--- config.mk ---
export PLATFORM = sky130hd
export DESIGN_NAME = nic_cmd_status
export DESIGN_NICKNAME = d
export VERILOG_FILES = /design/src/rtl/nic_cmd_status.sv
export SDC_FILE = /design/constraint.sdc
export NUM_CORES = 1
export LEC_CHECK = 0
export BUFFER_PORTS_ARGS = -buffer_cell sky130_fd_sc_hd__buf_2
export CORE_UTILIZATION = 30
export CTS_CLUSTER_SIZE = 25
export DETAILED_ROUTE_END_ITERATION = 10
export GPL_ROUTABILITY_DRIVEN = 0
export PLACE_DENSITY = 0.5
export SLEW_MARGIN = 5
export SYNTH_ARGS = -nofsm -noshare
export SYNTH_HDL_FRONTEND = slang
export SYNTH_SLANG_ARGS = --single-unit
--- constraint.sdc ---
create_clock -name clk -period 3.95 [get_ports clk]
set_input_delay 0.79 -clock clk [delete_from_list [all_inputs] [get_ports clk]]
set_output_delay 0.79 -clock clk [all_outputs]
set_load 0.1 [all_outputs]
--- src/rtl/nic_cmd_status.sv ---
module nic_cmd_status #(
  parameter int BUSY_CYC = 2,
  parameter int ARG_W    = 11
) (
  input  logic             clk,
  input  logic             rst_n,
  input  logic             cmd_we,
  input  logic [15:0]      cmd_data,
  input  logic [7:0]       evt_i,
  output logic [15:0]      status_o,
  output logic             irq_o,
  output logic             rx_en_o,
  output logic             tx_en_o,
  output logic             rx_rst_o,
  output logic             tx_rst_o,
  output logic [ARG_W-1:0] rxe_thr_o,
  output logic [ARG_W-1:0] txa_thr_o
);
  localparam logic [ARG_W-1:0] THR_OFF = '1;
  localparam int CW = $clog2(BUSY_CYC + 1);
  localparam logic [CW-1:0] BUSY_LD = CW'(BUSY_CYC);

  logic [4:0]       op;
  logic [ARG_W-1:0] arg;
  assign op  = cmd_data[15:11];
  assign arg = cmd_data[ARG_W-1:0];

  logic is_grst, is_win, is_rxdis, is_rxen, is_rxrst, is_txen, is_txdis, is_txrst;
  logic is_req, is_ack, is_imask, is_rzmask, is_rxethr, is_txathr;
  assign is_grst   = cmd_we && op == 5'h00;
  assign is_win    = cmd_we && op == 5'h01;
  assign is_rxdis  = cmd_we && op == 5'h03;
  assign is_rxen   = cmd_we && op == 5'h04;
  assign is_rxrst  = cmd_we && op == 5'h05;
  assign is_txen   = cmd_we && op == 5'h09;
  assign is_txdis  = cmd_we && op == 5'h0A;
  assign is_txrst  = cmd_we && op == 5'h0B;
  assign is_req    = cmd_we && op == 5'h0C;
  assign is_ack    = cmd_we && op == 5'h0D;
  assign is_imask  = cmd_we && op == 5'h0E;
  assign is_rzmask = cmd_we && op == 5'h0F;
  assign is_rxethr = cmd_we && op == 5'h11;
  assign is_txathr = cmd_we && op == 5'h12;

  logic [2:0]    win;
  logic [7:0]    lat, imask, rzmask;
  logic [CW-1:0] busy_cnt;

  logic [7:0] src, set_v, ack_v;
  always_comb begin
    src    = evt_i & 8'b1011_1110;
    src[3] = evt_i[3] && (txa_thr_o != THR_OFF);
    src[5] = evt_i[5] && (rxe_thr_o != THR_OFF);
    src[6] = is_req;
    set_v    = src;
    set_v[0] = |(src[7:1] & imask[7:1]);
    ack_v    = is_ack ? arg[7:0] : 8'h00;
  end

  always_ff @(posedge clk or negedge rst_n) begin
    if (!rst_n) begin
      win <= '0; lat <= '0; imask <= '0; rzmask <= '0; busy_cnt <= '0;
      rx_en_o <= 1'b0; tx_en_o <= 1'b0; rx_rst_o <= 1'b0; tx_rst_o <= 1'b0;
      rxe_thr_o <= THR_OFF; txa_thr_o <= THR_OFF;
    end else if (is_grst) begin
      win <= '0; lat <= '0; imask <= '0; rzmask <= '0; busy_cnt <= BUSY_LD;
      rx_en_o <= 1'b0; tx_en_o <= 1'b0; rx_rst_o <= 1'b1; tx_rst_o <= 1'b1;
      rxe_thr_o <= THR_OFF; txa_thr_o <= THR_OFF;
    end else begin
      lat      <= (lat & ~ack_v) | set_v;
      rx_rst_o <= is_rxrst;
      tx_rst_o <= is_txrst;
      if (is_win)    win <= arg[2:0];
      if (is_imask)  imask <= arg[7:0];
      if (is_rzmask) rzmask <= arg[7:0];
      if (is_rxethr) rxe_thr_o <= arg;
      if (is_txathr) txa_thr_o <= arg;
      if (is_rxen) rx_en_o <= 1'b1; else if (is_rxdis) rx_en_o <= 1'b0;
      if (is_txen) tx_en_o <= 1'b1; else if (is_txdis) tx_en_o <= 1'b0;
      if (is_rxen || is_rxrst || is_txen || is_txrst) busy_cnt <= BUSY_LD;
      else if (busy_cnt != '0) busy_cnt <= busy_cnt - 1'b1;
    end
  end

  assign status_o = {win, busy_cnt != '0, 4'b0000, lat & rzmask};
  assign irq_o    = |(lat & imask);

  p_win_sel_r2: assert property (@(posedge clk) disable iff (!rst_n)
    is_win |=> status_o[15:13] == $past(cmd_data[2:0]));
  p_ack_clr_r4: assert property (@(posedge clk) disable iff (!rst_n)
    (is_ack && evt_i == 8'h00) |=> (lat & $past(cmd_data[7:0])) == 8'h00);
  p_req_set_r5: assert property (@(posedge clk) disable iff (!rst_n)
    is_req |=> lat[6]);
  p_rx_ctl_r9: assert property (@(posedge clk) disable iff (!rst_n)
    is_rxdis |=> !rx_en_o);
  p_rst_pulse_r10: assert property (@(posedge clk) disable iff (!rst_n)
    (rx_rst_o && !$past(is_rxrst) && !$past(is_grst)) |-> 1'b0);
  p_busy_r11: assert property (@(posedge clk) disable iff (!rst_n)
    (is_rxen || is_txrst) |=> status_o[12]);
  p_grst_r13: assert property (@(posedge clk) disable iff (!rst_n)
    is_grst |=> (!rx_en_o && !tx_en_o && status_o[15:13] == 3'd0 && !irq_o));
endmodule

* Word-level counts from Yosys, hierarchy flattened
Index checks and enable logic that the tools add are counted.
W data, S select, Z words.
** Word-level totals
- Bits of input ports :: 27
- Register bits after elaboration :: 55
- Output and inout bits :: 43
- Logic and storage cells :: 87
** Cells by class
- Muxes and demuxes :: 23
- Bitwise operators :: 6
- Add/subtract/negate cells :: 1
- Equality and inequality tests :: 15
- Reduce and logical (&&, ||, !) cells :: 31
** Operator list (count)
- $mux W8 :: 6
- $mux W11 :: 4
- $eq A5 B4 Y1 const B :: 7
- $and A8 B8 Y8 :: 3
- $ne A11 B11 Y1 const B :: 2
- $logic_and A1 B1 Y1 :: 16
- $reduce_bool A2 Y1 :: 6
- $eq A5 B3 Y1 const B :: 2
- $eq A5 B5 Y1 const B :: 2
- $reduce_bool A3 Y1 :: 3
- $mux W1 :: 8
- $not A8 Y8 :: 1
- $or A8 B8 Y8 :: 1
- $reduce_or A8 Y1 :: 1
- $and A7 B7 Y7 :: 1
- $reduce_or A7 Y1 :: 1
- $mux W2 :: 3
- $mux W3 :: 2
- $eq A5 B1 Y1 const B :: 1
- $eq A5 B2 Y1 const B :: 1
- $logic_not A5 Y1 :: 1
- $logic_or A1 B1 Y1 :: 3
- $sub A2 B1 Y2 const B :: 1

* Logic depth before layout (Yosys ltp)
Gate-level depths: netlist (run 1).
- Depth after elaboration :: 7
- Depth in mapped cells :: 6
- Mapped depth without buffers :: 5

* Worst setup path after synthesis (run 1)
Ideal clock, no wire load.
- Path type :: register -> output
- Start :: reg imask[1]
- End :: out irq_o
- Path slack :: 1689 ps
- Data required time :: 3160 ps
- Path buffers :: 0
- Cell stages (with the launch flop) :: 3
- Data arrival time :: 1471 ps
- Cells stage by stage :: dfrtp_1 -> a22oi_1 -> nand4_1
** Between the ends
- Cells in the longest elaborated chain, start to end :: 2
** RTL lines
- start: declaration :: line 46 : logic [7:0] lat, imask, rzmask;
- start signal: assignment :: line 74 : if (is_imask) imask <= arg[7:0];
- $and A8 B8 Y8 :: line 86 : assign irq_o = |(lat & imask);
- $reduce_or A8 Y1 :: line 86
- end: declaration :: line 11 : output logic irq_o,
No other way between the ends.

* Worst setup path after layout (run 1)
- Start :: in cmd_data[14]
- End :: reg rx_en_o
** Between the ends
- Cells in the longest elaborated chain, start to end :: 4
- Elaborated cells between the ends (all ways) :: 9
- Classes of those cells :: eq/ne (2); mux (2); reduce/logical (5)
** RTL lines
- start: declaration :: line 8 : input logic [15:0] cmd_data,
- $eq A5 B3 Y1 :: line 33 : assign is_rxen = cmd_we && op == 5'h04;
- $logic_and A1 B1 Y1 :: line 33
- $mux W1 :: line 78 : if (is_rxen) rx_en_o <= 1'b1; else if (is_rxdis) rx_en_o <= 1'b0;
- $mux W1 :: line 65 : end else if (is_grst) begin
- end signal: assignment :: line 63 : rx_en_o <= 1'b0; tx_en_o <= 1'b0; rx_rst_o <= 1'b0; tx_rst_o <= 1'b0;
- end signal: assignment :: line 67 : rx_en_o <= 1'b0; tx_en_o <= 1'b0; rx_rst_o <= 1'b1; tx_rst_o <= 1'b1;
- end signal: assignment :: line 78
- end: declaration :: line 12 : output logic rx_en_o,
Parallel ways exist; a longest one is shown, timed or not.
A chain may end at the register's enable or synchronous reset.

==> summary.md, run 1 <==
| Metric | Value |
|---|---|
| Die Area | 0.00903 sq mm |
| Clock root cell | clkbuf_8 |
| CTS Buffer Depth | 2 |
| Initial DRT Pass Iterations | 4 |
| Clk Latency, worst-skew pair | 310 ps |
| Synthesized flop and latch total | 55 |
| Gr ovfl total | 0 |
| Most frequent cells in the layout | 63 x buf_2, 33 x dfrtp_1, 25 x nand2_1, 24 x mux2i_1, 22 x dfstp_2 |
| Tmin final | 2370 ps |
| Worst-Margin Slew | 1000 ps |
| Outcome | complete, no violations |
| Number of diodes | 0 |
| CTS tree | built |
| Vias per Instance | 4.94 |
| TritonCTS buffer count | 5 |
| # H-tree levels | 2 |
| Final slew viol count | 0 |
| Die Height | 95.0 microns |
| Die W | 95.0 microns |
| Yosys warning count | 0 |
| Worst hold path type | input port to asynchronous set/reset pin |
| Setup TNS | 0 ps |
| Max cap viols | 0 |
| Dpl hpwl | 4680 microns |
| NumNets Final | 321 |
| Core outline area | 0.00830 sq mm |
| Syn Inst Count | 235 |
| Post-route cell area | 0.00305 sq mm |
| Max-slew headroom | 33.3% |
| Vias | 1971 |
| Arrival @ worst endpoint | 2560 ps |
| Cell Pwr Density | 715 mW/mm^2 |
| Post-CTS setup buffers | 0 |
| Hold Vio Cnt, Final | 0 |
| Ys async rst share | 100% |
| Area contributors post-synth | dfrtp_1 32%, dfstp_2 22%, mux2i_1 9.3% |
| Crit. End Element | flop |
| Post-CTS sizing | 0 |
| Final Power | 0.00218 W |
| I/O pin total | 70 |
| Worst Path Required | 4140 ps |
| Row Count | 33 |
| Leak | 1.56 nW |
| Placed standard-cell area | 0.00296 sq mm |
| Area grow syn2layout | 17.5% |
| Antenna violations before repair | 0 |
| Worst IR Drop VDD | 0.000388 V |
| WL final | 6560 microns |
| Layout cells sized above 1 | 34.0% |
| CP startpoint kind | input port |
| Synth top area share | 31.8% |
| Detail Route Antenna Nets | 0 |
| Port Buf Inserts | 63 |
| Vias in the first global route | 1999 |
| CTS hold repair buffers | 0 |
| Synth area leader | dfrtp_1 |
| Post-Syn Area | 0.00259 sq mm |
| Final Setup Violations | 0 |
| Peak Freq | 421 MHz |
| Final Skew | 9.09 ps |
| CP max FO | 27 |
| Detailed Route Iter0 Violations | 93 |
| All-layer global routing usage | 15.9% |
| DRC | 0 |
| Worst hold margin | 449 ps |
| Final worst-path cycle share | 60.1% |
| Wire per inst | 16.4 microns |
| Commonest non-fill, non-tap cell in the layout | buf_2 |
| Critical path class | input port to flop |
| Clock transition at the registers of the reported paths | 100 ps |
| First-pass GRT wire length | 10700 microns |
| EDFF count, synth | 0 |
| Yosys cell types | 43 |
| Avg Inst Size Synth | 11.0 sq um |
| Post-synthesis sequential area ratio | 54.1% |
| Primary FF master, synth | dfrtp_1 |
| Initial Util | 31.3% |
| RSZ-0062 raised after global routing | false |
| Clock sinks | 55 |
| Largest net degree at the start of global routing | 34 |
cells by family after synthesis:
group | share of synthesized area, %
AND/OR/NAND/NOR | 15.6
multiplexers | 9.26
other | 0.145
XOR/XNOR | 0.675
flip-flops | 54.1
buffers and inverters | 5.26
adder cells (fa/ha/maj) | 0.482
AO/OA/AOI/OAI | 14.5
final timing paths:
check                                         start                       end  slack [ps]  cells after the start
max reg2reg                rxe_thr_o[1]$_DFFE_PN1P_          lat[0]$_DFF_PN0_        2520                      4
min in group clk              rzmask[2]$_DFFE_PN0P_     rzmask[2]$_DFFE_PN0P_         500                      1
max                                    cmd_data[14]       rx_en_o$_DFFE_PN0P_        1580                      5
max in group asynchronous                     rst_n  rxe_thr_o[3]$_DFFE_PN1P_        2640                      2
min reg2reg                   rzmask[2]$_DFFE_PN0P_     rzmask[2]$_DFFE_PN0P_         500                      1
min                                           rst_n     rzmask[4]$_DFFE_PN0P_         450                      1
metrics by stage:
stage / worst slack, ps / instances / utilization [%]
after floorplan: 1690 / 238 / -
after global placement: 1260 / 391 / 35.6
after detailed placement: 1250 / 391 / 35.6
after CTS: 1580 / 399 / 36.7
after global routing: 1470 / 399 / 36.7
final: 1580 / 399 / 36.7
registers in the layout, summed over array words and instances (netlist names):
name / flops
rx_rst_o: 1
tx_rst_o: 1
rxe_thr_o: 11
win: 3
rx_en_o: 1
busy_cnt: 2
tx_en_o: 1
imask: 8
lat: 8
txa_thr_o: 11
rzmask: 8
cell usage after synthesis (2+ instances only):
library cell   n
a31oi_1        3
nand2_1       25
xor2_1         2
nand4_1        7
a21boi_0       4
nand3_1        8
and2_1        10
nor2_1         7
o21ai_0        5
nor2b_1        2
buf_1          2
nand2b_1       2
dfstp_2       22
a21oi_1        4
a22oi_1        6
buf_4          4
buf_6          3
buf_2          4
o21a_1         4
a22o_1        16
inv_1          9
a21bo_2        2
clkbuf_1       3
nor3_1         3
and3_1         2
or3_1          3
dfrtp_1       33
a211oi_1       2
mux2i_1       24
metal layers:
metal / up-vias / global-route usage [%] / routed length (microns)
li1: 948 / - / -
met1: 974 / 22.6 / 3190
met2: 47 / 24.5 / 3050
met3: 2 / 3.70 / 267
met4: 0 / 3.79 / 41
met5: - / 0 / 0
critical path, stage by stage:
cell,delay [ps]
buf_2,160
or3b_4,420
or4_1,890
o21ai_0,230
a21oi_1,70
power by group:
part / internal, W / switching, W
Combinational: 0.000186 / 0.000867
Clock: 0.000128 / 0.000191
Sequential: 0.000724 / 0.0000859
Total: 0.00104 / 0.00114
layout make-up:
cell class,instances,area (sq um)
Clock buffer,5,68.8
Clock inverter,3,22.5
Fill cell,833,5250
Inverter,9,33.8
Multi-Input combinational cell,158,1070
Sequential cell,55,1400
Tap cell,105,131
Timing Repair Buffer,64,323
(Power assumes the default switching activity.)
==> run 2: changes to the inputs <==
==> constraint.sdc (replaced) <==
create_clock -name clk -period 2.4 [get_ports clk]
set_input_delay 0.48 -clock clk [delete_from_list [all_inputs] [get_ports clk]]
set_output_delay 0.48 -clock clk [all_outputs]
set_load 0.1 [all_outputs]
==> summary.md, run 2 (synthesized netlist as in run 1, its figures left out) <==
| Metric | Value |
|---|---|
| Max-slew headroom | 57.1% (+24 points) |
| Post-CTS sizing | 0 (unchanged) |
| Row Count | 33 (unchanged) |
| All-layer global routing usage | 15.8% (-0.18 points) |
| Worst hold margin | 145 ps (-304 ps) |
| Initial Util | 31.3% (unchanged) |
| CP max FO | 2 (-93%) |
| DRC | 0 (unchanged) |
| Gr ovfl total | 0 (unchanged) |
| Number of diodes | 0 (unchanged) |
| Reg2Reg Setup Slack | 990 ps (-1530 ps) |
| Wire per inst | 16.3 microns (-0.89%) |
| Cell Pwr Density | 1180 mW/mm^2 (+64%) |
| Die Height | 95.0 microns (unchanged) |
| First-pass GRT wire length | 10600 microns (-1.2%) |
| NumNets Final | 326 (+1.6%) |
| Antenna violations before repair | 0 (unchanged) |
| Largest net degree at the start of global routing | 56 (+65%) |
| Largest regs | rxe_thr_o x11, txa_thr_o x11 |
| Max cap viols | 0 (unchanged) |
| Worst hold path type | input port to asynchronous set/reset pin |
| Reg2Reg Depth | 4 (unchanged) |
| Reg2reg start | rxe_thr_o[1]$_DFFE_PN1P_ |
| Setup TNS | 0 ps (unchanged) |
| Worst Path Required | 1920 ps (-2220 ps) |
| Clock sinks | 55 (unchanged) |
| CTS Buffer Depth | 2 (unchanged) |
| Layout cells sized above 1 | 35.1% (+1.1 points) |
| Length of routed met3 wiring | 259 microns (-3.0%) |
| Worst reg2reg endpoint | lat[0]$_DFF_PN0_ |
| Detailed Route Iter0 Violations | 133 (+43%) |
| Vias per Instance | 4.99 (+1.1%) |
| Commonest non-fill, non-tap cell in the layout | buf_2 |
| TritonCTS buffer count | 5 (unchanged) |
| Core outline area | 0.00830 sq mm (unchanged) |
| Peak Freq | 515 MHz |
| Most frequent cells in the layout | 63 x buf_2, 33 x dfrtp_1, 25 x nand2_1, 24 x mux2i_1, 22 x dfstp_2 |
| Fillcell total | 855 (+2.6%) |
| Die W | 95.0 microns (unchanged) |
| Vias in the first global route | 1968 (-1.6%) |
| Post-CTS setup buffers | 0 (unchanged) |
| Worst-Margin Slew | 639 ps (-361 ps) |
| Detail Route Antenna Nets | 0 (unchanged) |
| Crit. End Element | primary output |
| Arrival @ worst endpoint | 1460 ps (-1100 ps) |
| Worst IR Drop VDD | 0.000579 V (+49%) |
| DR top layer | met4 |
| WL final | 6580 microns (+0.35%) |
| CP startpoint kind | flop |
| CTS tree | built |
| Outcome | complete, no violations |
| RSZ-0062 raised after global routing | false |
| Port Buf Inserts | 63 (unchanged) |
| Initial DRT Pass Iterations | 4 (unchanged) |
| I/O pin total | 70 (unchanged) |
| Clk Latency, worst-skew pair | 310 ps (about the same) |
| Metal2 WL | 2990 microns (-2.1%) |
| Final Setup Violations | 0 (unchanged) |
| Tmin final | 1940 ps |
| Final Skew | 7.31 ps (-1.78 ps) |
| # H-tree levels | 2 (unchanged) |
| Met1 WL | 3250 microns (+1.7%) |
| Clock transition at the registers of the reported paths | 110 ps (about the same) |
| Final slew viol count | 0 (unchanged) |
| Vias | 2017 (+2.3%) |
| Area grow syn2layout | 20.2% |
| Critical path class | flop to primary output |
| Hold Vio Cnt, Final | 0 (unchanged) |
| Die Area | 0.00903 sq mm (unchanged) |
| CTS hold repair buffers | 0 (unchanged) |
| Dpl hpwl | 4620 microns (-1.4%) |
| Leak | 1.60 nW (+2.3%) |
| Clock root cell | clkbuf_8 |
| Final worst-path cycle share | 80.9% |
## run 2: worst max-delay path, cell delays in order, from the launching register on
cell	delay [ps]
dfrtp_1	380
inv_1	50
ha_1	210
inv_1	80
buf_2	420
## run 2: power by group
part | internal (W) | switching, W | total, W
Combinational | 0.000309 | 0.00143 | 0.00174
Clock | 0.000275 | 0.000326 | 0.000601
Sequential | 0.00119 | 0.000140 | 0.00133
Total | 0.00177 | 0.00189 | 0.00367
## run 2: per-stage QoR
step | worst slack, ps | power (W) | instances | area (sq um) | utilization (%)
global placement | 298 | 0.00308 | 396 | 3010 | 36.2
finish | 458 | 0.00367 | 404 | 3120 | 37.6
detailed placement | 283 | 0.00310 | 396 | 3010 | 36.2
CTS | 439 | 0.00371 | 404 | 3120 | 37.6
global route | 355 | 0.00385 | 404 | 3120 | 37.6
floorplan | 449 | 0.00282 | 238 | 2610 | -
## run 2: final cells by class
class	instances	area, sq um	area share [%]
flip-flops and latches	55	1400	45.0
multi-input cells	158	1070	34.2
repair buffers	69	373	12.0
well taps	105	131	4.21
clock buffers	6	93.8	3.01
inverters	9	33.8	1.08
clock inverters	2	17.5	0.562
## run 2: worst max-delay path by stage
stage | to | slack [ps] | cells past startpoint | start
after floorplan | irq_o | 450 | 2 | imask[1]$_DFFE_PN0P_
after global placement | rxe_thr_o[3]$_DFFE_PN1P_ | 300 | 5 | cmd_data[14]
after detailed placement | txa_thr_o[4]$_DFFE_PN1P_ | 280 | 5 | cmd_data[14]
after CTS | status_o[12] | 440 | 4 | busy_cnt[0]$_DFFE_PN0P_
after global routing | status_o[12] | 350 | 4 | busy_cnt[0]$_DFFE_PN0P_
final | status_o[12] | 460 | 4 | busy_cnt[0]$_DFFE_PN0P_
## run 2: metal layers
layer | up-vias | track usage, %
li1 | 962 | -
met1 | 993 | 22.9
met2 | 55 | 23.7
met3 | 7 | 2.98
met4 | 0 | 4.55
met5 | - | 0
==> run 3: changes to the inputs <==
==> constraint.sdc (replaced) <==
create_clock -name clk -period 1.89 [get_ports clk]
set_input_delay 0.378 -clock clk [delete_from_list [all_inputs] [get_ports clk]]
set_output_delay 0.378 -clock clk [all_outputs]
set_load 0.1 [all_outputs]
==> summary.md, run 3 (synthesized netlist as in run 1, its figures left out) <==
| Metric | Value |
|---|---|
| Outcome | complete, no violations |
| Antenna violations before repair | 0 (unchanged) |
| Clock sinks | 55 (unchanged) |
| Row Count | 33 (unchanged) |
| DRC | 0 (unchanged) |
| First-pass GRT wire length | 10500 microns (-0.72%) |
| Fillcell total | 855 (unchanged) |
| CP top delay family | buffers and inverters |
| Sw Ratio | 52.3% (+0.63 points) |
| Post-Place Worst Slack | -9.43 ps (-292 ps) |
| Final Util | 38.1% (+0.47 points) |
| Combinational share of power | 48.5% (+1.2 points) |
| Reg2Reg Depth | 4 (unchanged) |
| Largest regs | rxe_thr_o x11, txa_thr_o x11 |
| Worst IR Drop VDD | 0.000732 V (+26%) |
| Final Skew | 7.63 ps (+0.319 ps) |
| CP bufs+invs | 3 (unchanged) |
| Leak | 1.63 nW (+1.8%) |
| Vias in the first global route | 1947 (-1.1%) |
| Worst Path Required | 1510 ps (-410 ps) |
| Initial DRT Pass Iterations | 4 (unchanged) |
| TritonCTS buffer count | 5 (unchanged) |
| Reg2Reg Setup Slack | 470 ps (-520 ps) |
| Worst reg2reg endpoint | lat[0]$_DFF_PN0_ |
| Arrival @ worst endpoint | 1440 ps (-20 ps) |
| CTS hold repair buffers | 0 (unchanged) |
| Crit-path max cell delay | 420 ps (about the same) |
| NumNets Final | 334 (+2.5%) |
| Die W | 95.0 microns (unchanged) |
| Clock power frac | 14.7% (-1.7 points) |
| Cell Pwr Density | 1450 mW/mm^2 (+23%) |
| Final worst-path cycle share | 96.3% |
| # H-tree levels | 2 (unchanged) |
| CTS Buffer Depth | 2 (unchanged) |
| Clock root cell | clkbuf_8 |
| Crit path top cell by count | inv_1 |
| I/O pin total | 70 (unchanged) |
| Detailed Route Iter0 Violations | 118 (-11%) |
| Die Area | 0.00903 sq mm (unchanged) |
| Hold Vio Cnt, Final | 0 (unchanged) |
| Layout cells sized above 1 | 36.5% (+1.4 points) |
| Final Setup Violations | 0 (unchanged) |
| Critical Path Slowest Stage Cell | buf_2 |
| CP startpoint kind | flop |
| CP max FO | 2 (unchanged) |
| Max cap viols | 0 (unchanged) |
| Gr ovfl total | 0 (unchanged) |
| Die Height | 95.0 microns (unchanged) |
| Internal power | 0.00219 W (+23%) |
| Psw | 0.00239 W (+26%) |
| CP cell instances | inv_1, ha_1, inv_1, buf_2 |
| Initial Util | 31.3% (unchanged) |
| Final setup margin | 69.3 ps (-389 ps) |
| Core outline area | 0.00830 sq mm (unchanged) |
| Most frequent cells in the layout | 62 x buf_2, 33 x dfrtp_1, 25 x nand2_1, 24 x mux2i_1, 22 x dfstp_2 |
| Crit. End Element | primary output |
| Number of diodes | 0 (unchanged) |
| WL final | 6610 microns (+0.47%) |
| Largest net degree at the start of global routing | 56 (unchanged) |
| Peak Freq | 549 MHz |
| Vias | 2039 (+1.1%) |
| Final slew viol count | 0 (unchanged) |
| Reg2reg start | rxe_thr_o[4]$_DFFE_PN1P_ |
| Wire per inst | 16.0 microns (-1.5%) |
| Tmin final | 1820 ps |
| Port Buf Inserts | 63 (unchanged) |
| CTS tree | built |
| RSZ-0062 raised after global routing | false |
| Critical path class | flop to primary output |
| Clk Latency, worst-skew pair | 310 ps (about the same) |
| Clock transition at the registers of the reported paths | 100 ps (about the same) |
| Detail Route Antenna Nets | 0 (unchanged) |
| Commonest non-fill, non-tap cell in the layout | buf_2 |
| All-layer global routing usage | 15.5% (-0.26 points) |
| Dpl hpwl | 4620 microns (+0.12%) |
| Worst hold margin | 46.4 ps (-98.1 ps) |
| Area grow syn2layout | 21.7% |
| Worst hold path type | input port to asynchronous set/reset pin |
| Seq pwr share | 36.9% (+0.6 points) |
| Vias per Instance | 4.95 (-0.87%) |
run 3: changes by cell type in the layout (fill, tap and decap cells not counted):
cell / delta
buf_4: +8
buf_2: -1
clkbuf_1: +1
clkbuf_16: -1
clkbuf_4: +1
clkinv_4: -1
inv_4: +1
run 3: final cells by class:
cell class / count / area, sq um / share of cell area [%]
clock inverter: 2 / 15.0 / 0.475
tap: 105 / 131 / 4.16
clock buffer: 6 / 72.6 / 2.30
sequential: 55 / 1400 / 44.5
inverter: 9 / 33.8 / 1.07
timing repair buffer: 77 / 435 / 13.8
multi-input combinational: 158 / 1070 / 33.8
run 3: worst reg2reg max path, delay by kind of cell, from the launching register on:
kind	cells	cell delay, ps
DFF	1	560
and+or+nand+nor	3	660
AOI/OAI and AO/OA	1	90
run 3: routing by layer:
metal	track usage, %	part of all wire, %	vias to the layer above
li1	-	-	974
met1	22.0	48	1017
met2	24.2	47	41
met3	2.90	3.5	7
met4	4.17	1.1	0
met5	0	0	-
run 3: how the worst max path moves through the flow:
stage,from,endpoint,slack [ps],depth (start not counted)
final,busy_cnt[0]$_DFFE_PN0P_,status_o[12],70,4
after global routing,imask[3]$_DFFE_PN0P_,irq_o,8,3
after floorplan,imask[1]$_DFFE_PN0P_,irq_o,40,2
after CTS,busy_cnt[0]$_DFFE_PN0P_,status_o[12],50,4
after detailed placement,cmd_data[15],rxe_thr_o[0]$_DFFE_PN1P_,-9,5
after global placement,cmd_data[15],rxe_thr_o[3]$_DFFE_PN1P_,-7,5
run 3: through the flow:
step                instances  power (W)  setup TNS [ps]  area, sq um
floorplan                 238    0.00358               0         2610
finish                    412    0.00458               0         3160
global placement          404    0.00392           -85.4         3070
detailed placement        404    0.00394           -80.5         3070
global route              412    0.00481               0         3160
CTS                       412    0.00463               0         3160
run 3: what timing repair did:
action / 4_1_cts / 5_1_grt
gates resized for setup: 0 / 1
buffers inserted: 0 / 0
endpoints found under the setup margin: 0 / 1
run 3: power by group through the flow:
stage | combinational (W) | sequential (W) | clock, W
floorplan | 0.000776 | 0.00280 | 0
global placement | 0.00221 | 0.00171 | 0
detailed placement | 0.00223 | 0.00171 | 0
CTS | 0.00223 | 0.00169 | 0.000705
global route | 0.00233 | 0.00172 | 0.000752
finish | 0.00222 | 0.00169 | 0.000672
